### src/rtl/ser3w_pkg.sv
package ser3w_pkg;
  // Strobes from the sequencer to the register datapath.
  typedef struct packed {
    logic shiftAddr;    // take one header bit
    logic shiftData;    // take one write-data bit
    logic commitWrite;  // last write bit present: update the register
    logic loadOut;      // load read value and start driving
    logic shiftOut;     // present the next read bit
    logic relOut;       // stop driving the data line
  } strobe_t;
endpackage

### src/rtl/ser3w_sync.sv
module ser3w_sync #(
  parameter int STAGES = 2
) (
  input  logic clk,
  input  logic rstN,
  input  logic selNAsync,
  input  logic sclkAsync,
  input  logic sdaAsync,
  output logic active,
  output logic sclkRise,
  output logic sclkFall,
  output logic sdaBit
);
  localparam int LAST = STAGES - 1;
  // bit 2: select, bit 1: serial clock, bit 0: data
  logic [2:0] pipe [STAGES];
  logic sclkPrev;

  genvar s;
  generate
    for (s = 0; s < STAGES; s++) begin : g_stage
      if (s == 0) begin : g_first
        always_ff @(posedge clk or negedge rstN)
          if (!rstN) pipe[s] <= 3'b100;
          else       pipe[s] <= {selNAsync, sclkAsync, sdaAsync};
      end else begin : g_rest
        always_ff @(posedge clk or negedge rstN)
          if (!rstN) pipe[s] <= 3'b100;
          else       pipe[s] <= pipe[s-1];
      end
    end
  endgenerate

  always_ff @(posedge clk or negedge rstN)
    if (!rstN) sclkPrev <= 1'b0;
    else       sclkPrev <= pipe[LAST][1];

  assign active   = ~pipe[LAST][2];
  assign sclkRise =  pipe[LAST][1] & ~sclkPrev;
  assign sclkFall = ~pipe[LAST][1] &  sclkPrev;
  assign sdaBit   =  pipe[LAST][0];
endmodule

### src/rtl/ser3w_ctrl.sv
module ser3w_ctrl
  import ser3w_pkg::*;
#(
  parameter int DATA_W = 8,
  parameter int ADDR_W = 7
) (
  input  logic    clk,
  input  logic    rstN,
  input  logic    active,
  input  logic    sclkRise,
  input  logic    sclkFall,
  input  logic    dirRead,
  output strobe_t strb
);
  localparam int HDR   = 1 + ADDR_W;
  localparam int TOTAL = HDR + DATA_W;
  localparam int CW    = $clog2(TOTAL + 1);
  localparam logic [CW-1:0] HDR_C   = CW'(HDR);
  localparam logic [CW-1:0] TOTAL_C = CW'(TOTAL);
  localparam logic [CW-1:0] LASTW_C = CW'(TOTAL - 1);

  logic [CW-1:0] bitCnt;

  always_ff @(posedge clk or negedge rstN)
    if (!rstN)                             bitCnt <= '0;
    else if (!active)                      bitCnt <= '0;
    else if (sclkRise && bitCnt < TOTAL_C) bitCnt <= bitCnt + 1'b1;

  always_comb begin
    strb = '0;
    if (!active) begin
      strb.relOut = 1'b1;
    end else begin
      if (sclkRise) begin
        if (bitCnt < HDR_C) begin
          strb.shiftAddr = 1'b1;
        end else if (bitCnt < TOTAL_C && !dirRead) begin
          strb.shiftData   = 1'b1;
          strb.commitWrite = (bitCnt == LASTW_C);
        end
      end
      if (sclkFall && dirRead) begin
        if (bitCnt == HDR_C)        strb.loadOut  = 1'b1;
        else if (bitCnt > HDR_C && bitCnt < TOTAL_C)
                                    strb.shiftOut = 1'b1;
        else if (bitCnt == TOTAL_C) strb.relOut   = 1'b1;
      end
    end
  end

  assert_abort_clears_R9: assert property (@(posedge clk) disable iff (!rstN)
    !active |=> bitCnt == '0);
  assert_count_bound_R10: assert property (@(posedge clk) disable iff (!rstN)
    bitCnt <= TOTAL_C);
  assert_one_strobe_R2: assert property (@(posedge clk) disable iff (!rstN)
    $onehot0({strb.shiftAddr, strb.shiftData, strb.loadOut, strb.shiftOut}));
endmodule

### src/rtl/ser3w_regfile.sv
module ser3w_regfile
  import ser3w_pkg::*;
#(
  parameter int DATA_W      = 8,
  parameter int ADDR_W      = 7,
  parameter int NUM_CTRL    = 12,
  parameter int STATUS_BASE = 12,
  parameter int NUM_STATUS  = 4
) (
  input  logic                         clk,
  input  logic                         rstN,
  input  strobe_t                      strb,
  input  logic                         sdaBit,
  input  logic [NUM_STATUS*DATA_W-1:0] statusIn,
  output logic                         dirRead,
  output logic                         sdaOut,
  output logic                         sdaOe,
  output logic [NUM_CTRL*DATA_W-1:0]   ctrlOut
);
  logic [ADDR_W:0]   addrSh;
  logic [DATA_W-1:0] dataSh;
  logic [DATA_W-1:0] outSh;
  logic [DATA_W-1:0] newByte;
  logic [DATA_W-1:0] readVal;
  logic [ADDR_W-1:0] regAddr;
  logic [DATA_W-1:0] ctrlReg [NUM_CTRL];

  assign dirRead = addrSh[ADDR_W];
  assign regAddr = addrSh[ADDR_W-1:0];
  assign newByte = {dataSh[DATA_W-2:0], sdaBit};

  always_ff @(posedge clk or negedge rstN)
    if (!rstN) begin
      addrSh <= '0;
      dataSh <= '0;
    end else begin
      if (strb.shiftAddr) addrSh <= {addrSh[ADDR_W-1:0], sdaBit};
      if (strb.shiftData) dataSh <= newByte;
    end

  genvar r;
  generate
    for (r = 0; r < NUM_CTRL; r++) begin : g_ctrl
      always_ff @(posedge clk or negedge rstN)
        if (!rstN) ctrlReg[r] <= '0;
        else if (strb.commitWrite && regAddr == ADDR_W'(r)) ctrlReg[r] <= newByte;
      assign ctrlOut[r*DATA_W +: DATA_W] = ctrlReg[r];
    end
  endgenerate

  always_comb begin
    readVal = '0;
    for (int i = 0; i < NUM_CTRL; i++)
      if (regAddr == ADDR_W'(i)) readVal = ctrlReg[i];
    for (int i = 0; i < NUM_STATUS; i++)
      if (regAddr == ADDR_W'(STATUS_BASE + i)) readVal = statusIn[i*DATA_W +: DATA_W];
  end

  always_ff @(posedge clk or negedge rstN)
    if (!rstN) begin
      outSh <= '0;
      sdaOe <= 1'b0;
    end else if (strb.relOut) begin
      sdaOe <= 1'b0;
    end else if (strb.loadOut) begin
      outSh <= readVal;
      sdaOe <= 1'b1;
    end else if (strb.shiftOut) begin
      outSh <= {outSh[DATA_W-2:0], 1'b0};
    end

  assign sdaOut = outSh[DATA_W-1];

  assert_no_drive_on_write_R11: assert property (@(posedge clk) disable iff (!rstN)
    sdaOe |-> dirRead);
  assert_ro_write_ignored_R6: assert property (@(posedge clk) disable iff (!rstN)
    (strb.commitWrite && int'(regAddr) >= NUM_CTRL) |=> ctrlOut == $past(ctrlOut));
endmodule

### src/rtl/ser3w_regport.sv
module ser3w_regport
  import ser3w_pkg::*;
#(
  parameter int DATA_W      = 8,
  parameter int ADDR_W      = 7,
  parameter int NUM_CTRL    = 12,
  parameter int STATUS_BASE = 12,
  parameter int NUM_STATUS  = 4,
  parameter int SYNC_STAGES = 2
) (
  input  logic                         clk,
  input  logic                         rstN,
  input  logic                         selN,
  input  logic                         sclk,
  input  logic                         sdaIn,
  output logic                         sdaOut,
  output logic                         sdaOe,
  input  logic [NUM_STATUS*DATA_W-1:0] statusIn,
  output logic [NUM_CTRL*DATA_W-1:0]   ctrlOut
);
  logic    active, sclkRise, sclkFall, sdaBit, dirRead;
  strobe_t strb;

  ser3w_sync #(.STAGES(SYNC_STAGES)) u_sync (
    .clk(clk), .rstN(rstN), .selNAsync(selN), .sclkAsync(sclk), .sdaAsync(sdaIn),
    .active(active), .sclkRise(sclkRise), .sclkFall(sclkFall), .sdaBit(sdaBit));

  ser3w_ctrl #(.DATA_W(DATA_W), .ADDR_W(ADDR_W)) u_ctrl (
    .clk(clk), .rstN(rstN), .active(active), .sclkRise(sclkRise),
    .sclkFall(sclkFall), .dirRead(dirRead), .strb(strb));

  ser3w_regfile #(.DATA_W(DATA_W), .ADDR_W(ADDR_W), .NUM_CTRL(NUM_CTRL),
                  .STATUS_BASE(STATUS_BASE), .NUM_STATUS(NUM_STATUS)) u_regs (
    .clk(clk), .rstN(rstN), .strb(strb), .sdaBit(sdaBit), .statusIn(statusIn),
    .dirRead(dirRead), .sdaOut(sdaOut), .sdaOe(sdaOe), .ctrlOut(ctrlOut));
endmodule

### config.mk
export PLATFORM = sky130hd
export DESIGN_NAME = ser3w_regport
export DESIGN_NICKNAME = d
export VERILOG_FILES = /design/src/rtl/ser3w_pkg.sv /design/src/rtl/ser3w_sync.sv /design/src/rtl/ser3w_ctrl.sv /design/src/rtl/ser3w_regfile.sv /design/src/rtl/ser3w_regport.sv
export SDC_FILE = /design/constraint.sdc
export NUM_CORES = 1
export LEC_CHECK = 0
export ABC_AREA = 1
export BUFFER_PORTS_ARGS = -buffer_cell sky130_fd_sc_hd__buf_2
export CORE_ASPECT_RATIO = 0.9
export CORE_UTILIZATION = 55
export DETAILED_ROUTE_END_ITERATION = 8
export GPL_TIMING_DRIVEN = 0
export PLACE_DENSITY_LB_ADDON = 0.1
export SLEW_MARGIN = 0
export SYNTH_ARGS = -nofsm -noshare
export SYNTH_HDL_FRONTEND = slang
export SYNTH_SLANG_ARGS = --single-unit
### constraint.sdc
create_clock -name clk -period 2.1 [get_ports clk]
set_input_delay 0.105 -clock clk [delete_from_list [all_inputs] [get_ports clk]]
set_output_delay 0.105 -clock clk [all_outputs]
set_load 0.02 [all_outputs]
==> metrics.txt, run 1 <==
Hold WC Path Type=in -> reg; crit-path leading delay family=simple AND/OR/NAND/NOR gates; Slew HR=49.51%; CTS tree=built; status=complete, but fails checks; Final Cell Area=8257 sq um; DR vias/cell=between 5 and 6; vias in the first global route=5503; largest net degree at the start of global routing=between 80 and 90; syn nets=approximately 810; Total Neg Setup Slack=-244.8 ps; post-DP HPWL=between 10000 and 15000 um; #FFs+latches synth=132; Slowest cell on crit path=dfrtp_1; ANT cells=0; first-pass GRT wire length=around 28000 um; unrepaired setup endpoints after global routing=yes; Post-Syn Area=6236 sq um; Rows=36; crit-path cells=inv_2, nand2_4, nor2_8, buf_6, nand2_2, nand3_2, nand4_1, nor2_2, nand4_1, nor2_2, nand3_2, o21ai_2, nand3_1, nand2_1, nand2_1; initial core utilization=56.97%; syn_area_per_cell=roughly 8 sq um; Total Wirelength=19330 um; drt pass-1 iters=6; initial antenna violation count=0; CP Capture Type=flip-flop; worst setup margin=-118.5 ps; fmax=about 0.45 GHz; wire per inst=approximately 17 um; Leakage=just over 4 nW; via count=around 6300; H-tree level count=4; maxcap violations=0; ANT nets after route=0; Synth-to-Final Area Change=32.40%; core area=around 11000 sq um; PortBufs=about 130; die area=11770 sq um; GRT Overall Usage=32.46%; final period utilization=105.6%; Fin. Hold Viols=0; Setup CP Type=reg -> reg; Overflow after GRT=0; share of cells above drive strength 1=between 30 and 40%; Final Util=about three quarters; minimum clock period after layout=roughly 2200 ps; Filler Cells Inserted=between 800 and 900; Synth Instances=772; Worst Path Required=between 2000 and 2500 ps; Worst EP arrival=~2500 ps; Least-Margin Pin Slew=between 700 and 800 ps; Synth cell types=31; clock tree root buffer cell=clkbuf_16; CTS clock-pin slew for the worst setup and hold paths=approximately 60 ps; sinks on the clock net=roughly 130; Buf/Inv on CP=2; Remaining DRCs=0; GP Congestion=about 0.96; register area=around 3300 sq um; Top Ports=between 100 and 150; Die H=about 100 um; Worst Skew=approximately 9.5 ps; number of CTS-inserted buffers=17; Critical Path Start Type=flip-flop; register area share after synthesis=approximately 53%; Slew Viols, Final=0; Die X=between 100 and 150 um; final net count=around 990; clock latency at the later pin of the worst-skew pair=roughly 420 ps; final hold slack=38.35 ps; Max FO, Critical Path=8; VDD IR-drop max=between 0.0005 and 0.0006 V; crit-path max cell delay=a little under 400 ps; Starting DRT DRC Count=630; area of the multi-input gates=around 2800 sq um; power per cell area=about 800 nW/um^2; failing checks=setup timing; Max Root-Sink Buffers=2; Placed Area=7131 sq um; final-report setup violation count=5; synth warn=0
[kinds of logic after synthesis]
family / count (synthesis) / share of synthesized area (%)
flip-flops: 132 / 53.01
buffers and inverters: 98 / 6.280
AO/OA/AOI/OAI: 160 / 13.14
adder cells (fa/ha/maj): 3 / 0.6020
AND/OR/NAND/NOR: 379 / 26.97
[synth_stat cells]
cell	n	area [sq um]
nor3_2	2	20.02
nand3_1	40	200.2
buf_4	2	15.01
dfstp_2	2	52.55
clkbuf_1	22	82.58
nand2_2	7	43.79
nor4_1	1	6.260
nor2_1	44	165.2
ha_1	3	37.54
inv_2	6	22.52
or2_2	4	25.02
nor2_2	9	56.30
buf_6	2	22.52
dfrtp_1	130	3253
or2_0	7	43.79
nand4_1	18	112.6
or2_1	2	12.51
nand3_4	1	17.52
inv_1	65	244.0
nor2_8	1	20.02
nor3_1	7	35.03
a211oi_1	1	7.510
nand2_1	231	867.1
a21oi_1	21	105.1
o21ai_0	132	660.6
nor2_4	4	45.04
o22ai_1	1	6.260
nand2_4	1	11.26
o21ai_1	1	5.000
o2111ai_1	4	35.03
buf_2	1	5.000
[routing by layer]
layer  share of wire (%)  vias to the layer above  wire (um)  global-route usage (%)
li1                    -                     2883          -                       -
met1                  41                     3051       7999                   45.26
met2                  48                      307       9245                   50.49
met3                 8.1                       47       1569                   6.408
met4                 2.7                        0        514                   12.79
met5                   0                        -          0                       0
[cells in the final DEF, fill, tap and decap left out, types with 3 or more instances in the layout]
| cell | n |
|---|---|
| nand2_1 | 212 |
| a21oi_2 | 4 |
| nand3_1 | 29 |
| inv_1 | 60 |
| clkbuf_8 | 3 |
| dfrtp_1 | 127 |
| ha_1 | 3 |
| dlygate4sd3_1 | 4 |
| buf_4 | 21 |
| clkinv_2 | 3 |
| o2111ai_1 | 4 |
| nand2_4 | 4 |
| nor3_1 | 6 |
| or2_0 | 7 |
| clkbuf_16 | 18 |
| nor2_4 | 13 |
| clkbuf_1 | 17 |
| nand4_1 | 18 |
| buf_2 | 139 |
| or2_2 | 4 |
| nor2_2 | 14 |
| nor3_4 | 3 |
| buf_6 | 6 |
| inv_2 | 10 |
| dfrtp_2 | 3 |
| o21ai_0 | 129 |
| nand2_2 | 22 |
| nand3_2 | 10 |
| nor2_1 | 30 |
| a21oi_1 | 17 |
[through the flow]
stage,power [W],setup slack [ps],instances
finish,0.006579,-118.5,1117
global route,0.006785,-229.1,1117
CTS,0.006198,-47.22,1099
detailed placement,0.003409,-128.9,1059
global placement,0.003382,-723.0,1058
floorplan,0.003171,368.4,772
[tightest hold or removal path, delay by kind of cell]
family / cells / cell delay, ps
simple gates: 4 / 230
buf+inv: 1 / 80
[timing repair]
action | in CTS | in global routing
hold buffers | 4 | 0
gates resized for setup | 19 | 92
pin swaps | 5 | 39
cloned | 0 | 1
endpoints found under the setup margin | 85 | 99
buffers inserted | 7 | 18
hold endpoints to repair | 47 | 0
[cell type report]
type,instances,share of cell area (%)
sequential,132,40.08
multi-input combinational,542,34.14
timing repair buffer,165,11.97
clock buffer,27,5.971
inverter,71,3.258
tap,152,2.303
buffer,23,1.637
clock inverter,5,0.6365
[path summary, 6_finish.rpt]
path | slack (ps) | cells past startpoint | to | startpoint
worst min-delay path | 40 | 5 | u_regs.outSh[0] | statusIn[8]
worst max register to register | -120 | 15 | u_regs.outSh[0] | u_regs.addrSh[4]
worst min register to register | 360 | 0 | u_sync.pipe[2] | u_sync.pipe[5]
worst max-delay path | -120 | 15 | u_regs.outSh[0] | u_regs.addrSh[4]
max in group asynchronous | 1160 | 3 | u_regs.ctrlOut[95] | rstN
min in group asynchronous | 180 | 2 | u_regs.ctrlOut[23] | rstN
[report_power, final]
part,leakage (nW),internal [W],switching (W),total [W]
clock,0.265,0.00171,0.00104,0.00275
sequential,1.77,0.00259,0.0000506,0.00264
combinational,2.00,0.000460,0.000722,0.00118
total,4.04,0.00477,0.00181,0.00658
[state kept, by name (all words and copies together), names as in the netlist]
signal,flops
u_regs.ctrlOut,96
u_regs.addrSh,8
u_regs.outSh,8
u_regs.dataSh,7
u_ctrl.bitCnt,5
u_sync.pipe,5
u_regs.sdaOe,1
u_sync.sclkPrev,1
u_sync.sdaBit,1
Note: power is estimated with default switching activity, not from simulation.
==> run 2, diff against run 1 <==
Settings changed: CORE_UTILIZATION 55 to 59, SETUP_SLACK_MARGIN from default to 0.15.
Clock period 2.1 ns to 2.8 ns, I/O delays scaled along.
==> run 2 against run 1 <==
Net effect: critical path type unchanged; worst hold slack better by 21 ps; maximum frequency fell by 5.8%; sequential cell count stayed put; the flow now finishes without violations; global-route usage increased by 2.8 points.
==> metrics.txt, run 2 (same netlist as run 1, synthesis figures left out) <==
Die H=99.53 um (-3.4%); Slew HR=25.23% (-24 points); worst setup margin=446.0 ps (+564.5 ps); Least-Margin Pin Slew=1111 ps (+353.9 ps); metal2 WL=8844 um (-4.3%); Total Neg Setup Slack=0 ps (+244.8 ps); final period utilization=84.07% (-22 points); Setup CP Type=reg -> reg; GRT Overall Usage=35.28% (+2.8 points); Max FO, Critical Path=8 (unchanged); power share of the combinational group=11.4% (-6.6 points); vias in the first global route=5623 (+2.2%); first-pass GRT wire length=28830 um (+1.9%); Fin. Hold Viols=0 (unchanged); DR WL met3=1384 um (-12%); power per cell area=634.0 nW/um^2 (-20%); maxcap violations=0 (unchanged); PortBufs=134 (unchanged); Overflow after GRT=0 (unchanged); final-report setup violation count=0 (-5); CTS tree=built; Flop pwr share=40.0% (-0.2 points); clock latency at the later pin of the worst-skew pair=420 ps (about the same); share of cells above drive strength 1=22.06% (-8.6 points); H-tree level count=4 (unchanged); Switching Share=26.13% (-1.4 points); Top Ports=135 (unchanged); total power=0.004930 W (-25%); via count=6163 (-2.0%); Hold WC Path Type=in -> reg; die area=10990 sq um (-6.7%); Die X=110.4 um (-3.4%); initial core utilization=60.85% (+3.9 points); final net count=970 (-2.2%); Clk pwr share=48.6% (+6.7 points); initial antenna violation count=0 (unchanged); fmax=0.4248 GHz (-5.8%); DR vias/cell=5.749 (+2.1%); Leakage=3.804 nW (-5.9%); commonest non-fill, non-tap cells in the layout=nand2_1 (231), buf_2 (134), o21ai_0 (132); post-DP HPWL=12740 um (-2.3%); ANT cells=0 (unchanged); Place WS=560.1 ps (+689.0 ps); ANT nets after route=0 (unchanged); DP Cell Count=1036 (-2.2%); CTS clock-pin slew for the worst setup and hold paths=50 ps (about the same); Rows=35 (-2.8%); Non-Filler Instances=1072 (-4.0%); max reg flops=96 (unchanged); Total Wirelength=18460 um (-4.5%); Worst EP arrival=2690 ps (+170 ps); final hold slack=59.23 ps (+20.88 ps); status=completed; number of CTS-inserted buffers=17 (unchanged); Starting DRT DRC Count=655 (+4.0%); sinks on the clock net=132 (unchanged); wire per inst=17.22 um (-0.48%); Slew Viols, Final=0 (unchanged); drt pass-1 iters=5 (-1); Int Power=0.003641 W (-24%); Remaining DRCs=0 (unchanged); most common cell after layout, fill and taps aside=nand2_1; CP Capture Type=flip-flop; Critical Path Start Type=flip-flop; Worst Skew=13.01 ps (+3.521 ps); Post-CTS Setup Bufs=0 (-7); VDD IR-drop max=0.0005215 V (-13%); Psw=0.001288 W (-29%); GP Congestion=0.9348 (-2.5%); clock tree root buffer cell=clkbuf_16; Filler Cells Inserted=773 (-7.3%); core area=10250 sq um (-6.4%); largest net degree at the start of global routing=97 (+9.0%); Max Root-Sink Buffers=2 (unchanged); minimum clock period after layout=2354 ps (+135.5 ps); Worst Path Required=3130 ps (+730 ps); Synth-to-Final Area Change=24.68%; Top Layer Used=met4; unrepaired setup endpoints after global routing=no; DRT met1 WL=7755 um (-3.1%)
run 2: power by group through the flow:
stage          Combinational (W)  Clock [W]  Sequential [W]
2_1_floorplan           0.000378          0         0.00200
4_1_cts                 0.000555    0.00238         0.00197
6_report                0.000562    0.00239         0.00197
3_3_place_gp            0.000528          0         0.00201
3_5_place_dp            0.000545          0         0.00201
5_1_grt                 0.000624    0.00246         0.00198
run 2: per-stage QoR:
| step | instance area, sq um | utilization, % |
|---|---|---|
| final | 7775 | 75.87 |
| after global routing | 7775 | 75.87 |
| after CTS | 7775 | 75.87 |
| after detailed placement | 7102 | 69.30 |
| after global placement | 7068 | 68.97 |
| after floorplan | 6236 | - |
run 2: area by class of cell:
class | instances | area (sq um) | share of cell area, %
Buffer | 27 | 125.1 | 1.609
Clock buffer | 20 | 456.7 | 5.874
Clock inverter | 12 | 176.4 | 2.269
Inverter | 71 | 266.5 | 3.428
Multi-Input combinational cell | 542 | 2539 | 32.65
Sequential cell | 132 | 3306 | 42.52
Tap cell | 129 | 161.4 | 2.076
Timing Repair Buffer | 139 | 744.5 | 9.575
run 2: timing repair:
action                                 CTS  global route
endpoints found under the hold margin   39             0
hold buffers                             4             0
gates resized for setup                  0             0
setup endpoints to repair                0             0
run 2: per-layer routing:
layer	vias up	GRT usage, %
li1	2840	-
met4	0	13.77
met3	37	6.946
met1	2967	49.41
met2	319	54.23
met5	-	0
run 2: critical path: stages (launching register included):
cell	delay, ps
dfrtp_1	400
inv_1	100
ha_1	180
nand3_1	150
nor4_1	920
o21ai_0	230
inv_1	100
nand2_1	60
a21oi_1	130
run 2: path summary, 6_finish.rpt:
path                                   from  slack [ps]  depth (start not counted)                 end
min in group asynchronous              rstN         180                          2  u_regs.ctrlOut[18]
setup / recovery           u_ctrl.bitCnt[1]         450                          8     u_regs.outSh[3]
max in group asynchronous              rstN        1860                          3  u_regs.ctrlOut[87]
hold / removal                  statusIn[8]          60                          5     u_regs.outSh[0]
setup reg to reg           u_ctrl.bitCnt[1]         450                          8     u_regs.outSh[3]
hold reg to reg              u_sync.pipe[4]         350                          0      u_sync.pipe[1]
